$ cat config.mk
export PLATFORM = sky130hd
export DESIGN_NAME = cwf_fill_ctrl
export DESIGN_NICKNAME = d
export VERILOG_FILES = /design/src/rtl/cwf_pkg.sv /design/src/rtl/cwf_wrap_seq.sv /design/src/rtl/cwf_fill_buf.sv /design/src/rtl/cwf_fill_fsm.sv /design/src/rtl/cwf_fill_ctrl.sv
export SDC_FILE = /design/constraint.sdc
export NUM_CORES = 1
export LEC_CHECK = 0
export BUFFER_PORTS_ARGS = -buffer_cell sky130_fd_sc_hd__buf_2
export CAP_MARGIN = 25
export CORE_AREA = 2 2 202 204
export CTS_BUF_LIST = sky130_fd_sc_hd__clkbuf_2
export DETAILED_ROUTE_END_ITERATION = 8
export DIE_AREA = 0 0 204 206
export SKIP_CTS_REPAIR_TIMING = 1
export SLEW_MARGIN = 20
export SYNTH_ARGS = -nofsm -noshare
export SYNTH_HDL_FRONTEND = slang
export SYNTH_SLANG_ARGS = --single-unit
$ cat constraint.sdc
create_clock -name clk_i -period 2.9 [get_ports clk_i]
set_input_delay 0.435 -clock clk_i [delete_from_list [all_inputs] [get_ports clk_i]]
set_output_delay 0.435 -clock clk_i [all_outputs]
set_load 0.01 [all_outputs]
$ cat src/rtl/cwf_pkg.sv
package cwf_pkg;
  typedef enum logic [1:0] {
    ST_IDLE  = 2'd0,
    ST_FILL  = 2'd1,
    ST_WRITE = 2'd2
  } fill_st_e;
endpackage

$ cat src/rtl/cwf_wrap_seq.sv
// Maps a step count onto the wrapped chunk index; the beat count must be a power of two.
module cwf_wrap_seq #(
  parameter int IDX_W = 2
) (
  input  logic [IDX_W-1:0] crit_i,
  input  logic [IDX_W-1:0] step_i,
  output logic [IDX_W-1:0] idx_o
);
  assign idx_o = crit_i + step_i;
endmodule

$ cat src/rtl/cwf_fill_buf.sv
module cwf_fill_buf #(
  parameter int BEATS  = 4,
  parameter int BEAT_W = 64,
  parameter int IDX_W  = 2
) (
  input  logic                    clk_i,
  input  logic                    rst_ni,
  input  logic                    wr_en_i,
  input  logic [IDX_W-1:0]        wr_idx_i,
  input  logic [BEAT_W-1:0]       wr_data_i,
  output logic [BEATS*BEAT_W-1:0] line_o
);
  for (genvar s = 0; s < BEATS; s++) begin : g_slot
    logic [BEAT_W-1:0] slot_q;
    always_ff @(posedge clk_i or negedge rst_ni) begin
      if (!rst_ni) begin
        slot_q <= '0;
      end else if (wr_en_i && wr_idx_i == IDX_W'(s)) begin
        slot_q <= wr_data_i;
      end
    end
    assign line_o[s*BEAT_W +: BEAT_W] = slot_q;
  end
endmodule

$ cat src/rtl/cwf_fill_fsm.sv
module cwf_fill_fsm
  import cwf_pkg::*;
#(
  parameter int BEATS  = 4,
  parameter int IDX_W  = 2,
  parameter int TAG_W  = 27,
  parameter int BEAT_W = 64
) (
  input  logic              clk_i,
  input  logic              rst_ni,
  input  logic              miss_valid_i,
  input  logic [TAG_W-1:0]  miss_tag_i,
  input  logic [IDX_W-1:0]  miss_crit_i,
  input  logic              req_ready_i,
  input  logic              rsp_valid_i,
  input  logic [BEAT_W-1:0] rsp_data_i,
  output logic              busy_o,
  output logic              req_valid_o,
  output logic [IDX_W-1:0]  req_step_o,
  output logic [IDX_W-1:0]  rsp_step_o,
  output logic              capture_o,
  output logic [IDX_W-1:0]  crit_o,
  output logic [TAG_W-1:0]  tag_o,
  output logic              early_valid_o,
  output logic [BEAT_W-1:0] early_data_o,
  output logic              arr_we_o
);
  localparam int CNT_W = IDX_W + 1;

  fill_st_e          state_q;
  logic [CNT_W-1:0]  req_cnt_q, rsp_cnt_q;
  logic [TAG_W-1:0]  tag_q;
  logic [IDX_W-1:0]  crit_q;
  logic              early_valid_q;
  logic [BEAT_W-1:0] early_data_q;
  logic              req_fire, last_beat;

  assign req_valid_o = (state_q == ST_FILL) && (req_cnt_q < CNT_W'(BEATS));
  assign req_fire    = req_valid_o && req_ready_i;
  // only beats with a request outstanding are taken
  assign capture_o   = (state_q == ST_FILL) && rsp_valid_i && (rsp_cnt_q != req_cnt_q);
  assign last_beat   = capture_o && (rsp_cnt_q == CNT_W'(BEATS - 1));

  always_ff @(posedge clk_i or negedge rst_ni) begin
    if (!rst_ni) begin
      state_q       <= ST_IDLE;
      req_cnt_q     <= '0;
      rsp_cnt_q     <= '0;
      tag_q         <= '0;
      crit_q        <= '0;
      early_valid_q <= 1'b0;
      early_data_q  <= '0;
    end else begin
      early_valid_q <= 1'b0;
      unique case (state_q)
        ST_IDLE: begin
          if (miss_valid_i) begin
            tag_q     <= miss_tag_i;
            crit_q    <= miss_crit_i;
            req_cnt_q <= '0;
            rsp_cnt_q <= '0;
            state_q   <= ST_FILL;
          end
        end
        ST_FILL: begin
          if (req_fire) req_cnt_q <= req_cnt_q + 1'b1;
          if (capture_o) begin
            rsp_cnt_q <= rsp_cnt_q + 1'b1;
            if (rsp_cnt_q == '0) begin
              early_valid_q <= 1'b1;
              early_data_q  <= rsp_data_i;
            end
            if (last_beat) state_q <= ST_WRITE;
          end
        end
        ST_WRITE: state_q <= ST_IDLE;
        default:  state_q <= ST_IDLE;
      endcase
    end
  end

  assign busy_o        = (state_q != ST_IDLE);
  assign req_step_o    = req_cnt_q[IDX_W-1:0];
  assign rsp_step_o    = rsp_cnt_q[IDX_W-1:0];
  assign crit_o        = crit_q;
  assign tag_o         = tag_q;
  assign early_valid_o = early_valid_q;
  assign early_data_o  = early_data_q;
  assign arr_we_o      = (state_q == ST_WRITE);

  AST_EARLY_PULSE: assert property (@(posedge clk_i) disable iff (!rst_ni)
    early_valid_o |=> !early_valid_o);
  AST_WE_PULSE: assert property (@(posedge clk_i) disable iff (!rst_ni)
    arr_we_o |=> (!arr_we_o && !busy_o));
  AST_WE_AFTER_BEAT: assert property (@(posedge clk_i) disable iff (!rst_ni)
    arr_we_o |-> $past(rsp_valid_i));
endmodule

$ cat src/rtl/cwf_fill_ctrl.sv
module cwf_fill_ctrl #(
  parameter int ADDR_W     = 32,
  parameter int BEAT_BYTES = 8,
  parameter int LINE_BYTES = 32
) (
  input  logic                    clk_i,
  input  logic                    rst_ni,
  input  logic                    miss_valid_i,
  input  logic [ADDR_W-1:0]       miss_addr_i,
  output logic                    busy_o,
  output logic                    mem_req_valid_o,
  input  logic                    mem_req_ready_i,
  output logic [ADDR_W-1:0]       mem_req_addr_o,
  input  logic                    mem_rsp_valid_i,
  input  logic [8*BEAT_BYTES-1:0] mem_rsp_data_i,
  output logic                    early_valid_o,
  output logic [ADDR_W-1:0]       early_addr_o,
  output logic [8*BEAT_BYTES-1:0] early_data_o,
  output logic                    arr_we_o,
  output logic [ADDR_W-1:0]       arr_addr_o,
  output logic [8*LINE_BYTES-1:0] arr_data_o
);
  localparam int BEATS      = LINE_BYTES / BEAT_BYTES;
  localparam int IDX_W      = $clog2(BEATS);
  localparam int OFF_W      = $clog2(BEAT_BYTES);
  localparam int LINE_OFF_W = $clog2(LINE_BYTES);
  localparam int TAG_W      = ADDR_W - LINE_OFF_W;
  localparam int BEAT_W     = 8 * BEAT_BYTES;

  logic [IDX_W-1:0] req_step, rsp_step, crit, req_idx, rsp_idx;
  logic [TAG_W-1:0] tag;
  logic             capture;
  logic             unused_off;

  assign unused_off = ^miss_addr_i[OFF_W-1:0];

  cwf_fill_fsm #(
    .BEATS (BEATS),
    .IDX_W (IDX_W),
    .TAG_W (TAG_W),
    .BEAT_W(BEAT_W)
  ) u_fsm (
    .clk_i        (clk_i),
    .rst_ni       (rst_ni),
    .miss_valid_i (miss_valid_i),
    .miss_tag_i   (miss_addr_i[ADDR_W-1:LINE_OFF_W]),
    .miss_crit_i  (miss_addr_i[LINE_OFF_W-1:OFF_W]),
    .req_ready_i  (mem_req_ready_i),
    .rsp_valid_i  (mem_rsp_valid_i),
    .rsp_data_i   (mem_rsp_data_i),
    .busy_o       (busy_o),
    .req_valid_o  (mem_req_valid_o),
    .req_step_o   (req_step),
    .rsp_step_o   (rsp_step),
    .capture_o    (capture),
    .crit_o       (crit),
    .tag_o        (tag),
    .early_valid_o(early_valid_o),
    .early_data_o (early_data_o),
    .arr_we_o     (arr_we_o)
  );

  cwf_wrap_seq #(.IDX_W(IDX_W)) u_req_seq (
    .crit_i(crit), .step_i(req_step), .idx_o(req_idx)
  );

  cwf_wrap_seq #(.IDX_W(IDX_W)) u_rsp_seq (
    .crit_i(crit), .step_i(rsp_step), .idx_o(rsp_idx)
  );

  cwf_fill_buf #(
    .BEATS (BEATS),
    .BEAT_W(BEAT_W),
    .IDX_W (IDX_W)
  ) u_buf (
    .clk_i    (clk_i),
    .rst_ni   (rst_ni),
    .wr_en_i  (capture),
    .wr_idx_i (rsp_idx),
    .wr_data_i(mem_rsp_data_i),
    .line_o   (arr_data_o)
  );

  assign mem_req_addr_o = {tag, req_idx, {OFF_W{1'b0}}};
  assign early_addr_o   = {tag, {LINE_OFF_W{1'b0}}};
  assign arr_addr_o     = {tag, {LINE_OFF_W{1'b0}}};

  AST_BUSY_SET: assert property (@(posedge clk_i) disable iff (!rst_ni)
    (miss_valid_i && !busy_o) |=> busy_o);
  AST_BUSY_IGNORES_MISS: assert property (@(posedge clk_i) disable iff (!rst_ni)
    (miss_valid_i && busy_o) |=> $stable(arr_addr_o));
  AST_REQ_HOLD: assert property (@(posedge clk_i) disable iff (!rst_ni)
    (mem_req_valid_o && !mem_req_ready_i) |=> (mem_req_valid_o && $stable(mem_req_addr_o)));
  AST_REQ_WRAP: assert property (@(posedge clk_i) disable iff (!rst_ni)
    (mem_req_valid_o && mem_req_ready_i) |=> (!mem_req_valid_o ||
      (mem_req_addr_o[LINE_OFF_W-1:OFF_W] ==
       IDX_W'($past(mem_req_addr_o[LINE_OFF_W-1:OFF_W]) + 1'b1))));
endmodule

After elaboration in Yosys (flattened, before gate mapping). Index checks and enable logic that the tools add are counted.

Bits in registers: 358. Bits in latches: 0. Memory bits (writable): 0. Memory bits (read-only): 0. Bits of input ports: 101. Word-level logic and storage cells: 58. Memories kept: 0.

Add/subtract/negate cells: 4. Multiply operators: 0. Div/mod/pow operators: 0. $lt $le $gt $ge: 1. Equal/unequal tests: 11. Shift-type cells: 0. Multiplexer cells: 12. Bitwise operators: 0. Reductions and logical operators: 19.

Operator list (number): $pmux W3 S2 (2); $reduce_and A3 Y1 (4); $logic_and A1 B1 Y1 (9); $mux W3 (3); $add A3 B1 Y3 const B (2); $eq A2 B2 Y1 const B (3); $mux W2 (3); $ne A2 B1 Y1 const B (3); $add A2 B2 Y2 (2); $eq A2 B1 Y1 const B (2); $logic_not A2 Y1 (2); $pmux W2 S2 (1); $reduce_bool A2 Y1 (2); $eq A3 B2 Y1 const B (1); $logic_not A3 Y1 (1); $lt A3 B3 Y1 const B (1); $mux W1 (3); $ne A3 B3 Y1 (1); $ne A2 B2 Y1 const B (1); $reduce_and A2 Y1 (1).

Depth between registers and ports, before layout.
Depth in word-level cells: 7. Mapped depth: 7. Gate-level depth less buffers: 5.

Hierarchy. From an unflattened synthesis, not the netlist that was laid out.

Cells, all modules: 933. Area, all modules: 14447.6 sq um.

Modules (own cells, without submodules): cwf_fill_buf (times used 1, cells an instance 543, area each 9581.7 sq um, seq. area each 6406.1 sq um); cwf_fill_fsm (times used 1, cells an instance 318, area each 4286.6 sq um, seq. area each 2552.4 sq um); cwf_fill_ctrl (times used 1, cells an instance 68, area each 506.7 sq um, seq. area each 0.0 sq um); cwf_wrap_seq (times used 2, cells an instance 2, area each 36.3 sq um, seq. area each 0.0 sq um).

Worst setup path before layout. OpenSTA, ideal clock, no wires.

Kind: register to register. Start: reg u_fsm.req_cnt_q[2]. End: reg u_buf.g_slot[0].slot_q[10]. Setup time: 0.127 ns. Data arrival time: 2.038 ns. Required time: 2.773 ns. Slack: 0.735 ns. Stages on the path, launching flop included: 7. Path buffers: 2. Path through: dfrtp_1 > xnor2_1 > a311oi_4 > nor3b_2 > buf_4 > buf_6 > mux2_1.

Longest elaborated chain between the ends: 3.

Ends and longest elaborated chain: from (decl) (line cwf_fill_fsm.sv:31) `logic [CNT_W-1:0] req_cnt_q, rsp_cnt_q;`; from (signal assigned) (line cwf_fill_fsm.sv:66) `if (req_fire) req_cnt_q <= req_cnt_q + 1'b1;`; $ne A3 B3 Y1 (line cwf_fill_fsm.sv:41) `assign capture_o = (state_q == ST_FILL) && rsp_valid_i && (rsp_cnt_q != req_cnt_q);`; $logic_and A1 B1 Y1 (line cwf_fill_fsm.sv:41); $logic_and A1 B1 Y1 (line cwf_fill_buf.sv:18) `end else if (wr_en_i && wr_idx_i == IDX_W'(s)) begin`; to (signal assigned) (line cwf_fill_buf.sv:19) `slot_q <= wr_data_i;`; to (decl) (line cwf_fill_buf.sv:14) `logic [BEAT_W-1:0] slot_q;`.

No other way between the ends. A chain may end at the register's enable or synchronous reset.

Final worst setup path.
Start: reg u_fsm.req_cnt_q[0]. End: out mem_req_addr_o[4].

Longest elaborated chain between the ends: 1.

Ends and longest elaborated chain: $add A2 B2 Y2 (line cwf_wrap_seq.sv:9) `assign idx_o = crit_i + step_i;`; to (decl) (line cwf_fill_ctrl.sv:13) `output logic [ADDR_W-1:0] mem_req_addr_o,`.

No other way between the ends.

==> flow_summary.ini <==
[status]
status = completed

[critical_path]
r2r-start = u_fsm.rsp_cnt_q[0]
cp.arrival_ns = 2.10
cp_max_fo = 5
critical_path.endpoint_type = primary output
r2r-end = u_buf.g_slot[1].slot_q[31]
worstSetupStartpoint = u_fsm.req_cnt_q[0]
required_ns = 2.47
r2r_cells = 6
r2r_slack_ns = 0.40
start_kind = flip-flop
crit_type = reg -> out

[timing]
max-slew-margin-rel_pct = 55.5
period_minus_slack_ns = 2.54
clock_skew_ns = 0.0683
slew_violations = 0
finalCritPeriodShare_pct = 87.5
final_hold_viol_count = 0
fmax_mhz = 394
postLayoutSetupSlackWorst_ns = 0.362
setup_violations = 0
worstMarginPinSlew_ns = 0.668
hold-worst-slack_ns = 0.204
fin_tns_setup_ns = 0
rsz0062_at_grt = false

[power]
switching_share_pct = 38.5
leakage_nw = 9.48
intPower_mw = 13.8
clockPowerShare_pct = 14.8
seqPwrFrac_pct = 39.6
p_sw_mw = 8.62
power_per_cell_area_mw_per_mm2 = 1200
vdd.ir_drop.worst_v = 0.000483
combPwrFrac_pct = 45.6

[die]
die_h_um = 206
die_w_um = 204
core_area_mm2 = 0.0402
ios = 521
die_area_mm2 = 0.0420
start_util_pct = 35.1
floorplan.rows = 74

[drt]
drtPass1Iterations = 4
routed_via_density = 4.49
wire_per_inst_um = 17.9
vias = 9685
drt_iter0_markers = 283
drc_errors = 0
drtAntennaViolNets = 0
routed_wl_mm = 38.6

[yosys]
synth_simple_gate_area_share_pct = 3.35
synth-adder-area-share_pct = 0.533
synth_seq_cells = 358
synth_top_family_by_area = multiplexers
syn_area_per_cell_um2 = 15.2
synth_xor_area_share_pct = 0.497
synth-seq-area-share_pct = 63.6
synth-compound-area-share_pct = 0.435
synth_cell_types = 28
syn_inst = 925
synth_area_mm2 = 0.0141
ys_warn_count = 0
synthMuxAreaShare_pct = 25.8

[layout]
multi_input_area_mm2 = 0.00439
fill_cells = 3713
drive_gt1_share_pct = 54.1
final_cells = 2155
syn_to_final_growth_pct = 32.9
fin_nets = 1662
register_area_mm2 = 0.00896

[worst_hold_path]
hold_path_end = u_fsm.tag_o[26]
min_delay_path_depth = 4
worstHoldStart = miss_addr_i[31]
hold_class = in -> reg

[clocking]
cts_root_buf = clkbuf_2
clock-sinks = 358
tritoncts = done
clk-insertion-delay-late_ns = 1.00
cts_buffer_depth = 3
htreeDepth = 3
path_clk_slew_ns = 0.09
cts_buffers = 95

[global_route]
grt_pass1_vias = 9703
grt_pass1_wl_mm = 55.8
grtUsageTotal_pct = 17.3
grt_max_degree = 73
grt_remaining_overflow = 0
antenna_found_initial = 2

[place]
place_hpwl_mm = 25.8
place_worst_setup_slack_ns = 0.368
routabilityCongestion = 0.783
port_buffers = 504
placed_cells = 1888

[job]
max_cap_viol_count = 0
-- metrics by stage --
step | util (%) | power (mW) | instance area [um2]
finish | 46.6 | 22.4 | 18700
global route | 46.6 | 24.0 | 18700
CTS | 44.0 | 22.7 | 17700
detailed placement | 42.0 | 19.2 | 16900
global placement | 42.0 | 19.0 | 16900
floorplan | - | 15.0 | 14100
-- Yosys cell counts, drive strengths merged --
| library cell | count | area share, % |
|---|---|---|
| a31oi | 2 | 0.089 |
| mux2i | 3 | 0.21 |
| a311oi | 1 | 0.19 |
| o21ai | 2 | 0.071 |
| o31ai | 1 | 0.053 |
| ha | 6 | 0.53 |
| dfrtp | 358 | 64 |
| conb | 1 | 0.027 |
| nand3 | 3 | 0.28 |
| buf | 97 | 5.4 |
| inv | 6 | 0.16 |
| or2 | 2 | 0.089 |
| clkbuf | 10 | 0.27 |
| xor2 | 1 | 0.062 |
| nor3b | 3 | 0.23 |
| nand2 | 94 | 2.5 |
| and2 | 1 | 0.044 |
| nand2b | 2 | 0.089 |
| a21oi | 1 | 0.035 |
| xnor2 | 7 | 0.43 |
| nor2 | 4 | 0.11 |
| mux2 | 320 | 26 |
-- metal layers --
metal	global-route usage (%)	vias to the layer above	share of wire [%]
met5	0	-	0
met4	6.19	0	1.8
met3	7.30	54	8.5
met2	29.3	370	50
met1	19.7	4862	39
li1	-	4399	-
-- layout make-up --
class | count | share of cell area [%]
flip-flops and latches | 358 | 47.8
inverters | 6 | 0.120
repair buffers | 628 | 20.8
multi-input cells | 466 | 23.4
diodes | 4 | 0.0534
clock buffers | 143 | 3.82
well taps | 532 | 3.55
clock inverters | 18 | 0.414
-- kinds of logic (layout without fill, tap and decap cells) --
family	after synthesis	after routing
xor+xnor	8	8
mux	323	323
buf+inv	113	795
flops	358	358
simple gates	109	109
compound gates	7	7
other cells	1	17
fa+ha+maj	6	6
-- cell usage in the layout (no fill, tap or decap), drive strengths merged --
cell type    instances
a21oi                1
a311oi               1
a31oi                2
and2                 1
buf                527
clkbuf             143
clkinv              13
clkinvlp             1
conb                13
dfrtp              358
diode                4
dlygate4sd3        101
ha                   6
inv                 10
mux2               320
mux2i                3
nand2               94
nand2b               2
nand3                3
nor2                 4
nor3b                3
o21ai                2
o31ai                1
or2                  2
xnor2                7
xor2                 1
-- flip-flops by register name (all words and copies together) (netlist names) --
signal               count
u_buf.g_slot.slot_q    256
u_fsm.crit_o             2
u_fsm.early_data_o      64
u_fsm.early_valid_o      1
u_fsm.req_cnt_q          3
u_fsm.rsp_cnt_q          3
u_fsm.state_q            2
u_fsm.tag_o             27
-- power by group through the flow --
stage / Sequential (mW) / Combinational [mW] / Clock (mW)
final: 8.88 / 10.2 / 3.32
after global routing: 9.20 / 11.0 / 3.78
after CTS: 8.88 / 10.3 / 3.50
after detailed placement: 8.96 / 10.3 / 0
after global placement: 8.83 / 10.1 / 0
after floorplan: 10.1 / 4.96 / 0
-- worst max-delay path, stage by stage, from the launching register on --
cell and delay, ns:
dfrtp_1 0.45, ha_1 0.23, xnor2_1 0.19, xnor2_1 0.13, buf_2 0.16
-- how the worst max path moves through the flow --
stage,end,slack [ns]
5_1_grt,mem_req_addr_o[4],0.10
4_1_cts,mem_req_addr_o[4],0.19
2_1_floorplan,u_buf.g_slot[0].slot_q[10],0.74
6_report,mem_req_addr_o[4],0.36
3_3_place_gp,u_buf.g_slot[1].slot_q[26],0.39
3_5_place_dp,u_buf.g_slot[1].slot_q[31],0.37
(Power assumes the default switching activity.)
